==> src/rtl/intr_gate_pkg.sv <==
package intr_gate_pkg;
  typedef enum logic [1:0] {
    SRC_NONE = 2'd0,
    SRC_NMI  = 2'd1,
    SRC_INTR = 2'd2
  } src_e;
endpackage

==> src/rtl/intr_gate_nmi_track.sv <==
module intr_gate_nmi_track #(
  parameter int MODE_W   = 3,
  parameter int MODE_NMI = 4
) (
  input  logic              clk,
  input  logic              rst,
  input  logic              nmi_pin,
  input  logic              msg_valid,
  input  logic [MODE_W-1:0] msg_mode,
  input  logic              take_nmi,
  input  logic              handler_ret,
  output logic              pending,
  output logic              blocked
);
  logic pin_q;
  logic nmi_event;

  assign nmi_event = (nmi_pin & ~pin_q) |
                     (msg_valid & (msg_mode == MODE_W'(MODE_NMI)));

  always_ff @(posedge clk) begin
    if (rst) begin
      pin_q   <= 1'b0;
      pending <= 1'b0;
      blocked <= 1'b0;
    end else begin
      pin_q <= nmi_pin;
      if (take_nmi) pending <= nmi_event;
      else          pending <= pending | nmi_event;
      if (take_nmi)                   blocked <= 1'b1;
      else if (handler_ret & blocked) blocked <= 1'b0;
    end
  end

  // without a fresh acceptance, blocking cannot appear (return pulse irrelevant)
  assert_ret_no_effect_R9: assert property (@(posedge clk) disable iff (rst)
    (!blocked && !take_nmi) |=> !blocked);
  // a waiting request is held until it is consumed
  assert_pending_hold_R7: assert property (@(posedge clk) disable iff (rst)
    (pending && !take_nmi) |=> pending);
  // blocking persists until a return pulse
  assert_block_hold_R3: assert property (@(posedge clk) disable iff (rst)
    (blocked && !handler_ret) |=> blocked);
endmodule

==> src/rtl/intr_gate_arb.sv <==
module intr_gate_arb
  import intr_gate_pkg::*;
#(
  parameter int VEC_W   = 8,
  parameter int ADDR_W  = 32,
  parameter int NMI_VEC = 2
) (
  input  logic              pending,
  input  logic              blocked,
  input  logic              intr_req,
  input  logic              if_flag,
  input  logic [VEC_W-1:0]  intr_vec,
  input  logic              retire_bnd,
  input  logic              rep_bnd,
  input  logic [ADDR_W-1:0] next_addr,
  input  logic [ADDR_W-1:0] instr_addr,
  output src_e              src,
  output logic [VEC_W-1:0]  sel_vec,
  output logic [ADDR_W-1:0] sel_ret
);
  logic boundary;
  assign boundary = retire_bnd | rep_bnd;

  always_comb begin
    src     = SRC_NONE;
    sel_vec = intr_vec;
    if (boundary && !blocked) begin
      if (pending) begin
        src     = SRC_NMI;
        sel_vec = VEC_W'(NMI_VEC);
      end else if (intr_req && if_flag) begin
        src = SRC_INTR;
      end
    end
    sel_ret = rep_bnd ? instr_addr : next_addr;
  end
endmodule

==> src/rtl/intr_gate.sv <==
module intr_gate
  import intr_gate_pkg::*;
#(
  parameter int VEC_W    = 8,
  parameter int ADDR_W   = 32,
  parameter int MODE_W   = 3,
  parameter int MODE_NMI = 4,
  parameter int NMI_VEC  = 2
) (
  input  logic              clk,
  input  logic              rst,
  input  logic              nmi_pin,
  input  logic              msg_valid,
  input  logic [MODE_W-1:0] msg_mode,
  input  logic              intr_req,
  input  logic [VEC_W-1:0]  intr_vec,
  input  logic              if_flag,
  input  logic              retire_bnd,
  input  logic              rep_bnd,
  input  logic [ADDR_W-1:0] next_addr,
  input  logic [ADDR_W-1:0] instr_addr,
  input  logic              handler_ret,
  output logic              take,
  output logic [VEC_W-1:0]  vec,
  output logic [ADDR_W-1:0] ret_addr,
  output logic              intr_ack,
  output logic              nmi_blocked
);
  src_e              src;
  logic              pending;
  logic              blocked;
  logic [VEC_W-1:0]  sel_vec;
  logic [ADDR_W-1:0] sel_ret;
  logic              take_nmi;

  assign take_nmi    = (src == SRC_NMI);
  assign nmi_blocked = blocked;

  intr_gate_nmi_track #(.MODE_W(MODE_W), .MODE_NMI(MODE_NMI)) u_track (
    .clk(clk), .rst(rst), .nmi_pin(nmi_pin), .msg_valid(msg_valid),
    .msg_mode(msg_mode), .take_nmi(take_nmi), .handler_ret(handler_ret),
    .pending(pending), .blocked(blocked)
  );

  intr_gate_arb #(.VEC_W(VEC_W), .ADDR_W(ADDR_W), .NMI_VEC(NMI_VEC)) u_arb (
    .pending(pending), .blocked(blocked), .intr_req(intr_req),
    .if_flag(if_flag), .intr_vec(intr_vec), .retire_bnd(retire_bnd),
    .rep_bnd(rep_bnd), .next_addr(next_addr), .instr_addr(instr_addr),
    .src(src), .sel_vec(sel_vec), .sel_ret(sel_ret)
  );

  always_ff @(posedge clk) begin
    if (rst) begin
      take     <= 1'b0;
      intr_ack <= 1'b0;
      vec      <= '0;
      ret_addr <= '0;
    end else begin
      take     <= (src != SRC_NONE);
      intr_ack <= (src == SRC_INTR);
      if (src != SRC_NONE) begin
        vec      <= sel_vec;
        ret_addr <= sel_ret;
      end
    end
  end

  // nothing is taken while blocked
  assert_no_take_blocked_R3: assert property (@(posedge clk) disable iff (rst)
    nmi_blocked |=> !take);
  // a take needs a boundary in the deciding cycle
  assert_boundary_only_R4: assert property (@(posedge clk) disable iff (rst)
    !(retire_bnd || rep_bnd) |=> !take);
  // a maskable take never leaves blocking set
  assert_intr_no_block_R6: assert property (@(posedge clk) disable iff (rst)
    (take && intr_ack) |-> !nmi_blocked);
  // a nonmaskable take dispatches its fixed vector and blocks
  assert_nmi_vec_R1: assert property (@(posedge clk) disable iff (rst)
    (take && !intr_ack) |-> (nmi_blocked && vec == VEC_W'(NMI_VEC)));
  // a maskable take only happens with the enable flag set
  assert_if_gate_R2: assert property (@(posedge clk) disable iff (rst)
    (!if_flag || !intr_req) |=> !intr_ack);
  // acknowledge only accompanies a take
  assert_ack_with_take_R10: assert property (@(posedge clk) disable iff (rst)
    intr_ack |-> take);
endmodule

==> config.mk <==
export PLATFORM = sky130hd
export DESIGN_NAME = intr_gate
export DESIGN_NICKNAME = d
export VERILOG_FILES = /design/src/rtl/intr_gate_pkg.sv /design/src/rtl/intr_gate_nmi_track.sv /design/src/rtl/intr_gate_arb.sv /design/src/rtl/intr_gate.sv
export SDC_FILE = /design/constraint.sdc
export NUM_CORES = 1
export LEC_CHECK = 0
export BUFFER_PORTS_ARGS = -buffer_cell sky130_fd_sc_hd__buf_2
export CAP_MARGIN = 20
export CORE_MARGIN = 8
export CORE_UTILIZATION = 40
export DETAILED_ROUTE_END_ITERATION = 12
export HOLD_SLACK_MARGIN = 0.15
export PLACE_DENSITY = 0.76
export SLEW_MARGIN = 20
export SYNTH_ARGS = -nofsm -noshare
export SYNTH_HDL_FRONTEND = slang
export SYNTH_SLANG_ARGS = --single-unit
==> constraint.sdc <==
create_clock -name clk -period 2.1 [get_ports clk]
set_input_delay 0.525 -clock clk [delete_from_list [all_inputs] [get_ports clk]]
set_output_delay 0.525 -clock clk [all_outputs]
set_load 0.02 [all_outputs]
## Word level (Yosys, flattened, before mapping)

Cells that the tools add are included.

| storage, ports and cells | value |
|---|---|
| register bits | 45 |
| output and inout bits | 43 |

| cells by class | value |
|---|---|
| equal/unequal tests | 3 |
| multiplexer cells | 9 |
| bitwise gates (word level) | 7 |
| reduce and logical (&&, ||, !) cells | 5 |

Operators with widths:

| operator | number |
|---|---|
| two-way mux 32 bit | 1 |
| two-way mux 8 bit | 2 |
| two-way mux 2 bit | 3 |
| nonzero test 2 bit | 2 |
| bitwise AND 1 bit | 3 |
| equality test 3 bit, second input constant | 1 |
| two-way mux 1 bit | 3 |
| bitwise OR 1 bit | 3 |
| equality test 2 x 1 -> 1 bit, second input constant | 1 |
| equality test 2 bit, second input constant | 1 |
| logical AND 1 bit | 2 |
| zero test 1 bit | 1 |
| NOT 1 bit | 1 |

## Longest topological paths before layout

Gate-level depths: netlist of run 1.

| logic depth | value |
|---|---|
| word-level depth | 6 |
| mapped depth | 7 |

## Hierarchy

A second synthesis of run 1 with hierarchy kept.

| unflattened totals | value |
|---|---|
| cells, all modules | 249 |
| area total of the unflattened synthesis | 2379.8 µm² |

Modules (own cells, without submodules):

| module | instances | cells an instance | area each (µm²) |
|---|---|---|---|
| intr_gate | 1 | 189 | 1751.7 |
| intr_gate_arb | 1 | 49 | 516.7 |
| intr_gate_nmi_track | 1 | 11 | 111.4 |

## Worst setup path before layout of run 1

No wires, ideal clock.

| timing path | value |
|---|---|
| path kind | input-to-reg |
| start point | input rep_bnd |
| end point | register vec[1] |
| library setup time | 119 ps |
| arrival | 1545 ps |
| slack | 437 ps |
| stages on the path | 7 |
| buffers on the path | 4 |
| cell sequence | buf_6 o21ba_1 buf_6 and2_4 buf_6 buf_6 o221a_1 |

| between the ends | value |
|---|---|
| word-level cells in the longest chain between the ends | 4 |
| elaborated cells between the ends (all ways) | 5 |
| those cells by class | 2 x mux; 1 x bitwise; 2 x reduce/logical |

RTL lines:

| what | line | RTL |
|---|---|---|
| from (decl) | intr_gate.sv:19 | `input logic rep_bnd,` |
| bitwise OR 1 bit (*) | intr_gate_arb.sv:22 | `assign boundary = retire_bnd \| rep_bnd;` |
| logical AND 1 bit (*) | intr_gate_arb.sv:27 | `if (boundary && !blocked) begin` |
| two-way mux 2 bit | intr_gate_arb.sv:27 |  |
| nonzero test 2 bit | intr_gate.sv:61 | `if (src != SRC_NONE) begin` |
| to (signal assigned) | intr_gate.sv:62 | `vec <= sel_vec;` |
| to (decl) | intr_gate.sv:24 | `output logic [VEC_W-1:0] vec,` |

Every way passes the cells marked *; elsewhere a longest branch is shown, timed or not.
A chain may end at the register's enable or synchronous reset.

## Worst setup path after layout of run 1

| timing path | value |
|---|---|
| start point | register u_track.blocked |
| end point | register vec[1] |

| between the ends | value |
|---|---|
| word-level cells in the longest chain between the ends | 4 |
| elaborated cells between the ends (all ways) | 5 |
| those cells by class | 2 x mux; 3 x reduce/logical |

RTL lines:

| what | line | RTL |
|---|---|---|
| from (decl) | intr_gate_nmi_track.sv:13 | `output logic blocked` |
| from (signal assigned) | intr_gate_nmi_track.sv:25 | `blocked <= 1'b0;` |
| from (signal assigned) | intr_gate_nmi_track.sv:30 | `if (take_nmi) blocked <= 1'b1;` |
| from (signal assigned) | intr_gate_nmi_track.sv:31 | `else if (handler_ret & blocked) blocked <= 1'b0;` |
| zero test 1 bit (*) | intr_gate_arb.sv:27 |  |
| logical AND 1 bit (*) | intr_gate_arb.sv:27 |  |
| two-way mux 2 bit | intr_gate_arb.sv:27 |  |
| nonzero test 2 bit | intr_gate.sv:61 |  |

Marked as above.

==> results.txt, run 1 <==
Outcome: complete, no violations
Max-Cap Viols: 0
Row count: 27
Clock Path Buffers: 2
Register area share after synthesis: 40.8%
I/O Pins: 127
First-pass GRT wire length: 9710 um
Final setup TNS: 0 ps
Antenna diode count: 0
Final period util: 70.3%
Largest net degree at the start of global routing: 41
Primary FF master, synth: dfxtp_1
Final GP Congestion: 0.721
Post-synth cell types: 22
Final HPWL DP: 4330 um
Rel. slew slack: 56.9%
Setup violators final: 0
Initial antenna violation count: 0
Setup bufs post-CTS: 0
Critical Path AT: 1710 ps
Drt first pass iters: 4
Minimum clock period: 1480 ps
FFs w/ async S/R, synth: 0%
Post-synthesis instance total: 201
Num CTS Buffers: 5
Maximum VDD drop: 0.407 mV
Worst clock skew: 4.39 ps
Wirelength per Cell: 14.5 um
Pwr Total: 2.10 mW
Htree depth: 2
Die Wd: 90.3 um
GRT Total Usage: 14.0%
Yosys warnings: 0
P per Cell Area: 716 nW/um^2
Nets@finish: 402
Post-synthesis area per instance: 11.0 um^2
Final cell count without fillers: 391
Synth Register Bits: 45
Actual slew at the worst max-slew pin: 646 ps
Overall die area: 8150 um^2
Drt total wl: 5680 um
Main area contributors after synthesis: dfxtp_1 (41%), a211oi_2 (18%), mux2i_1 (15%)
DRT antenna net count: 0
FF-to-FF setup slack: 620 ps
Die Y: 90.3 um
Vias in the first global route: 2,165
Initial DRC count: 67
Hold-critical path depth: 2
Layout overhead on the synthesized area: 33.0%
Gr ovfl total: 0
Top post-synthesis cells by count: dfxtp_1 (45), a21oi_1 (33), a211oi_2 (32), mux2i_1 (32), clkbuf_1 (12)
Final Max Tran Viols: 0
R2R depth: 3
Worst path required time: 2340 ps
Core area: 5410 um^2
Leak: 1.38 nW
Port Buffers: 126
Post-Syn Nets: 285
Crit path launch type: flop
Layout Utilization: 54.3%
Critical path endpoint category: flop
Min-delay worst type: in -> reg
Top-area cell type share of the netlist area: 40.8%
Layout cell share with drive strength beyond 1: 57.1%
Initial Util: 40.8%
Post-synth EDFFs: 0
CP Max Fanout: 40
Hold_buf cts: 0
Top cell type by total area after synthesis: dfxtp_1
Clk slew on worst S/H paths: 80 ps
Avg Vias per Cell: 4.99
Clock Latency Late Sink: 290 ps
CTS tree: built
Post-CTS sizing: 0
Mapped cell area: 2210 um^2
# clock sinks: 45
Critical path class: reg -> reg
Clk root buf: clkbuf_8
FMAX: 0.677 GHz
Fin. Hold Viols: 0
Top-count cell post-synth: dfxtp_1
Dpl cells: 383
Unrepaired setup endpoints after global routing: false
Via count: 1,953
# DRC: 0
[state kept, by name, summed over array words and instances, names as in the netlist]
name	count
intr_ack	1
u_track.pending	1
take	1
u_track.pin_q	1
vec	8
u_track.blocked	1
ret_addr	32
[cell type report]
type	instances	area (um^2)
fillers	501	2470
well taps	72	90.1
inverters	9	33.8
clock inverters	1	5.00
multi-input cells	125	1130
repair buffers	132	676
flip-flops and latches	45	901
clock buffers	7	96.3
[report_power, final]
group          switching (mW)  internal, mW
clock                   0.273         0.297
combinational           0.333         0.235
sequential             0.0349         0.928
total                   0.641          1.46
[cell usage in the layout (no fill, tap or decap)]
cell / netlist / routed
mux2i_1: 32 / 32
and2_4: 1 / 1
mux2_2: 1 / 1
inv_1: 9 / 9
a21o_1: 1 / 1
a21oi_1: 33 / 33
nor2_1: 3 / 3
nand2_1: 7 / 7
and3_1: 1 / 1
nand2b_1: 1 / 1
clkbuf_8: 0 / 7
a32oi_1: 1 / 1
o32ai_2: 7 / 7
clkinv_2: 0 / 1
dfxtp_1: 45 / 45
buf_2: 3 / 126
o21ai_1: 1 / 1
a211oi_2: 32 / 32
buf_4: 0 / 6
o221a_1: 1 / 1
nand4b_2: 1 / 1
nor2b_1: 1 / 1
o21ba_1: 1 / 1
[stage by stage]
| stage | setup WS, ps | instance area, um^2 | hold slack (ps) |
|---|---|---|---|
| floorplan | 437 | 2210 | 470 |
| finish | 623 | 2940 | 445 |
| global route | 542 | 2940 | 446 |
| detailed placement | 361 | 2830 | 484 |
| global placement | 389 | 2830 | 480 |
| CTS | 619 | 2940 | 434 |
[final timing paths]
check | endpoint | from
worst max-delay path | vec[1]$_SDFFE_PP0P_ | u_track.blocked$_SDFFE_PP0P_
worst max register to register | vec[1]$_SDFFE_PP0P_ | u_track.blocked$_SDFFE_PP0P_
worst min-delay path | u_track.pending$_SDFF_PP0_ | rst
worst min register to register | vec[3]$_SDFFE_PP0P_ | vec[3]$_SDFFE_PP0P_
[worst max-delay path, cell delays in order, from the launching register on]
cell and delay (ps):
dfxtp_1 330, o21ba_1 230, and2_4 550, o221a_1 270
[metal layers]
| metal | share of wire [%] | up-vias | track usage (%) |
|---|---|---|---|
| met5 | 0 | - | 0 |
| met4 | 0.74 | 0 | 3.33 |
| met3 | 7.8 | 4 | 6.07 |
| met2 | 47 | 77 | 24.0 |
| met1 | 45 | 897 | 15.7 |
| li1 | - | 975 | - |
[cell families after synthesis]
kind of cell,count (synthesis),synth area share (%)
AO/OA/AOI/OAI,77,32.7
buffers and inverters,31,7.82
flip-flops,45,40.8
multiplexers,33,15.0
AND/OR/NAND/NOR,15,3.63
Power figures use the tool's default switching activity.
==> run 2, diff against run 1 <==
--- a/config.mk
+++ b/config.mk
@@ -5,6 +5,7 @@
 export SDC_FILE = /design/constraint.sdc
 export NUM_CORES = 1
 export LEC_CHECK = 0
+export ABC_AREA = 1
 export BUFFER_PORTS_ARGS = -buffer_cell sky130_fd_sc_hd__buf_2
 export CAP_MARGIN = 20
 export CORE_MARGIN = 8
==> constraint.sdc (replaced) <==
create_clock -name clk -period 1.4 [get_ports clk]
set_input_delay 0.35 -clock clk [delete_from_list [all_inputs] [get_ports clk]]
set_output_delay 0.35 -clock clk [all_outputs]
set_load 0.02 [all_outputs]
==> run 2 against run 1 <==
Against the previous run:
- synthesized cell count increased by 82%
- final area rose by 3.9%
- sequential power increased by 51%
- highest routed layer unchanged
==> results.txt, run 2 <==
Fin. Hold Viols: 0
Via count: 2,338
Final HPWL DP: 4680 um
Final Hold Slack: 237 ps
Internal power: 2.41 mW
Drt first pass iters: 4
Largest registers: ret_addr x32, vec x8
Minimum clock period: 1260 ps
Setup violators final: 0
Critical path endpoint category: primary output
Hold-critical path depth: 3
Clk slew on worst S/H paths: 90 ps
Register area share after synthesis: 40.4%
Final setup TNS: 0 ps
Overall die area: 8230 um^2
Worst R2R End: ret_addr[10]$_SDFFE_PP0P_
Avg Vias per Cell: 4.18
Final cell count without fillers: 560
Crit path launch type: flop
Top-area cell type share of the netlist area: 40.4%
Nets@finish: 571
Fillers: 568
Largest net degree at the start of global routing: 65
Final GP Congestion: 0.720
Xor/xnor cell area share of the yosys netlist: 0%
Outcome: complete, no violations
Critical path class: reg -> out
Largest reg by FF count: ret_addr
Min-Delay Endpoint: vec[6]$_SDFFE_PP0P_
Die Y: 90.7 um
Antenna diode count: 0
Top post-synthesis cells by count: nand2_1 (116), inv_1 (69), nor2_1 (69)
Setup bufs post-CTS: 0
Largest family of logic cells by synthesized area: simple AND/OR/NAND/NOR gates
Clock Path Buffers: 2
Synth Register Bits: 45
Initial DRC count: 111
Num CTS Buffers: 5
Multiplexer share of the synthesized area: 0%
First-pass GRT wire length: 9960 um
# DRC: 0
Post-CTS sizing: 0
Post-synthesis area per instance: 6.10 um^2
Initial Util: 41.0%
Complex-gate fraction of the synthesized area: 8.86%
Buf+Inv Stages, Crit Path: 1
Crit path launch: u_track.blocked$_SDFFE_PP0P_
Initial antenna violation count: 0
P per Cell Area: 1110 nW/um^2
Actual slew at the worst max-slew pin: 311 ps
Number of flip-flops in the largest register: 32
Critical R2R Launch: u_track.pending$_SDFF_PP0_
CP Cell Sequence: buf_2
GRT Total Usage: 14.4%
Clk root buf: clkbuf_8
Clock share of power: 33.9%
Primary FF master, synth: dfxtp_1
Die Wd: 90.7 um
Post-synthesis instance total: 366
Sequential power share: 42.7%
Dpl cells: 552
Wirelength per Cell: 10.6 um
Row count: 27
Min-delay worst type: in -> reg
Slowest stage delay, CP: 410 ps
Top cell type by total area after synthesis: dfxtp_1
Yosys warnings: 0
Hold_buf cts: 0
Main area contributors after synthesis: dfxtp_1 (40%), nand2_1 (20%), inv_1 (12%)
# clock sinks: 45
Post-Synth Adder-Cell Area: 0%
Post-synth EDFFs: 0
Simple logic cell fraction of the synthesized area: 34.4%
Total net switching power: 0.977 mW
CP Max Fanout: 4
Unrepaired setup endpoints after global routing: false
Post-Layout Inst Area: 3050 um^2
Core area: 5440 um^2
Commonest non-fill, non-tap cell in the layout: buf_2
Gr ovfl total: 0
Worst path required time: 1050 ps
Critical Path AT: 910 ps
Mapped cell area: 2230 um^2
FFs w/ async S/R, synth: 0%
Vias in the first global route: 2,331
Register area: 901 um^2
Worst clock skew: 7.26 ps
Cell Area, Placed: 2920 um^2
FF-to-FF setup slack: 260 ps
Crit-path slowest cell: dfxtp_1
I/O Pins: 127
Top Family by Delay on Critical Path: flip-flops
Combinational Power Share: 23.4%
Leak: 1.88 nW
Post-Syn Nets: 450
Commonest cells after routing, fill and taps aside: buf_2 (126), nand2_1 (116), inv_1 (69), nor2_1 (69), dfxtp_1 (45)
Layout overhead on the synthesized area: 36.7%
DRT antenna net count: 0
Clock Latency Late Sink: 300 ps
Net Sw Frac: 28.8%
R2R depth: 5
FMAX: 0.793 GHz
Rel. slew slack: 79.3%
Maximum VDD drop: 0.593 mV
Port Buffers: 126
Htree depth: 2
CTS tree: built
Layout cell share with drive strength beyond 1: 29.5%
Drt total wl: 5950 um
Top-count cell post-synth: nand2_1
Max-Cap Viols: 0
Hold path startpoint: intr_vec[6]
Pwr Total: 3.39 mW
Multi-input logic area: 966 um^2
Final Max Tran Viols: 0
Final period util: 90.0%
Post-synth cell types: 15
run 2: changes by cell type in the layout (fill, tap and decap cells not counted), sizes merged, moves of 32 or more:
cell    change
o21ai      +33
inv        +60
nor2       +69
a211oi     -32
nand2     +109
mux2i      -32
run 2: final cells by class:
type | instances | area share [%]
Sequential cell | 45 | 29.5
Multi-Input combinational cell | 234 | 31.7
Inverter | 69 | 8.49
Clock inverter | 3 | 2.13
Clock buffer | 5 | 2.26
Tap cell | 72 | 2.95
Timing Repair Buffer | 132 | 23.0
run 2: worst max-delay path by stage:
stage / end / slack [ps] / cells after the start
2_1_floorplan: ret_addr[15]$_SDFFE_PP0P_ / 180 / 8
3_3_place_gp: ret_addr[18]$_SDFFE_PP0P_ / 90 / 8
3_5_place_dp: ret_addr[10]$_SDFFE_PP0P_ / 40 / 8
4_1_cts: nmi_blocked / 120 / 1
5_1_grt: nmi_blocked / 90 / 1
6_report: nmi_blocked / 140 / 1
run 2: power groups by stage:
stage	Sequential [mW]	Combinational (mW)	Clock [mW]
4_1_cts	1.45	0.807	1.19
6_report	1.45	0.794	1.15
3_5_place_dp	1.48	0.803	0
5_1_grt	1.46	0.905	1.23
2_1_floorplan	1.61	0.375	0
3_3_place_gp	1.47	0.788	0
run 2: routing by layer:
metal | GRT usage (%) | up-vias | part of all wire (%)
met4 | 3.74 | 0 | 0.96
met1 | 15.2 | 951 | 43
met3 | 7.65 | 6 | 10
met2 | 24.2 | 79 | 46
li1 | - | 1302 | -
met5 | 0 | - | 0
run 2: cell families (layout without fill, tap and decap cells):
logic type	Yosys count	after routing
flops	45	45
buf+inv	87	209
compound gates	37	37
simple gates	197	197
run 2: per-stage QoR:
| step | setup slack (ps) | util (%) |
|---|---|---|
| after floorplan | 179 | - |
| after global placement | 88.4 | 53.6 |
| after detailed placement | 42.0 | 53.6 |
| after CTS | 118 | 56.1 |
| after global routing | 85.2 | 56.1 |
| final | 140 | 56.1 |
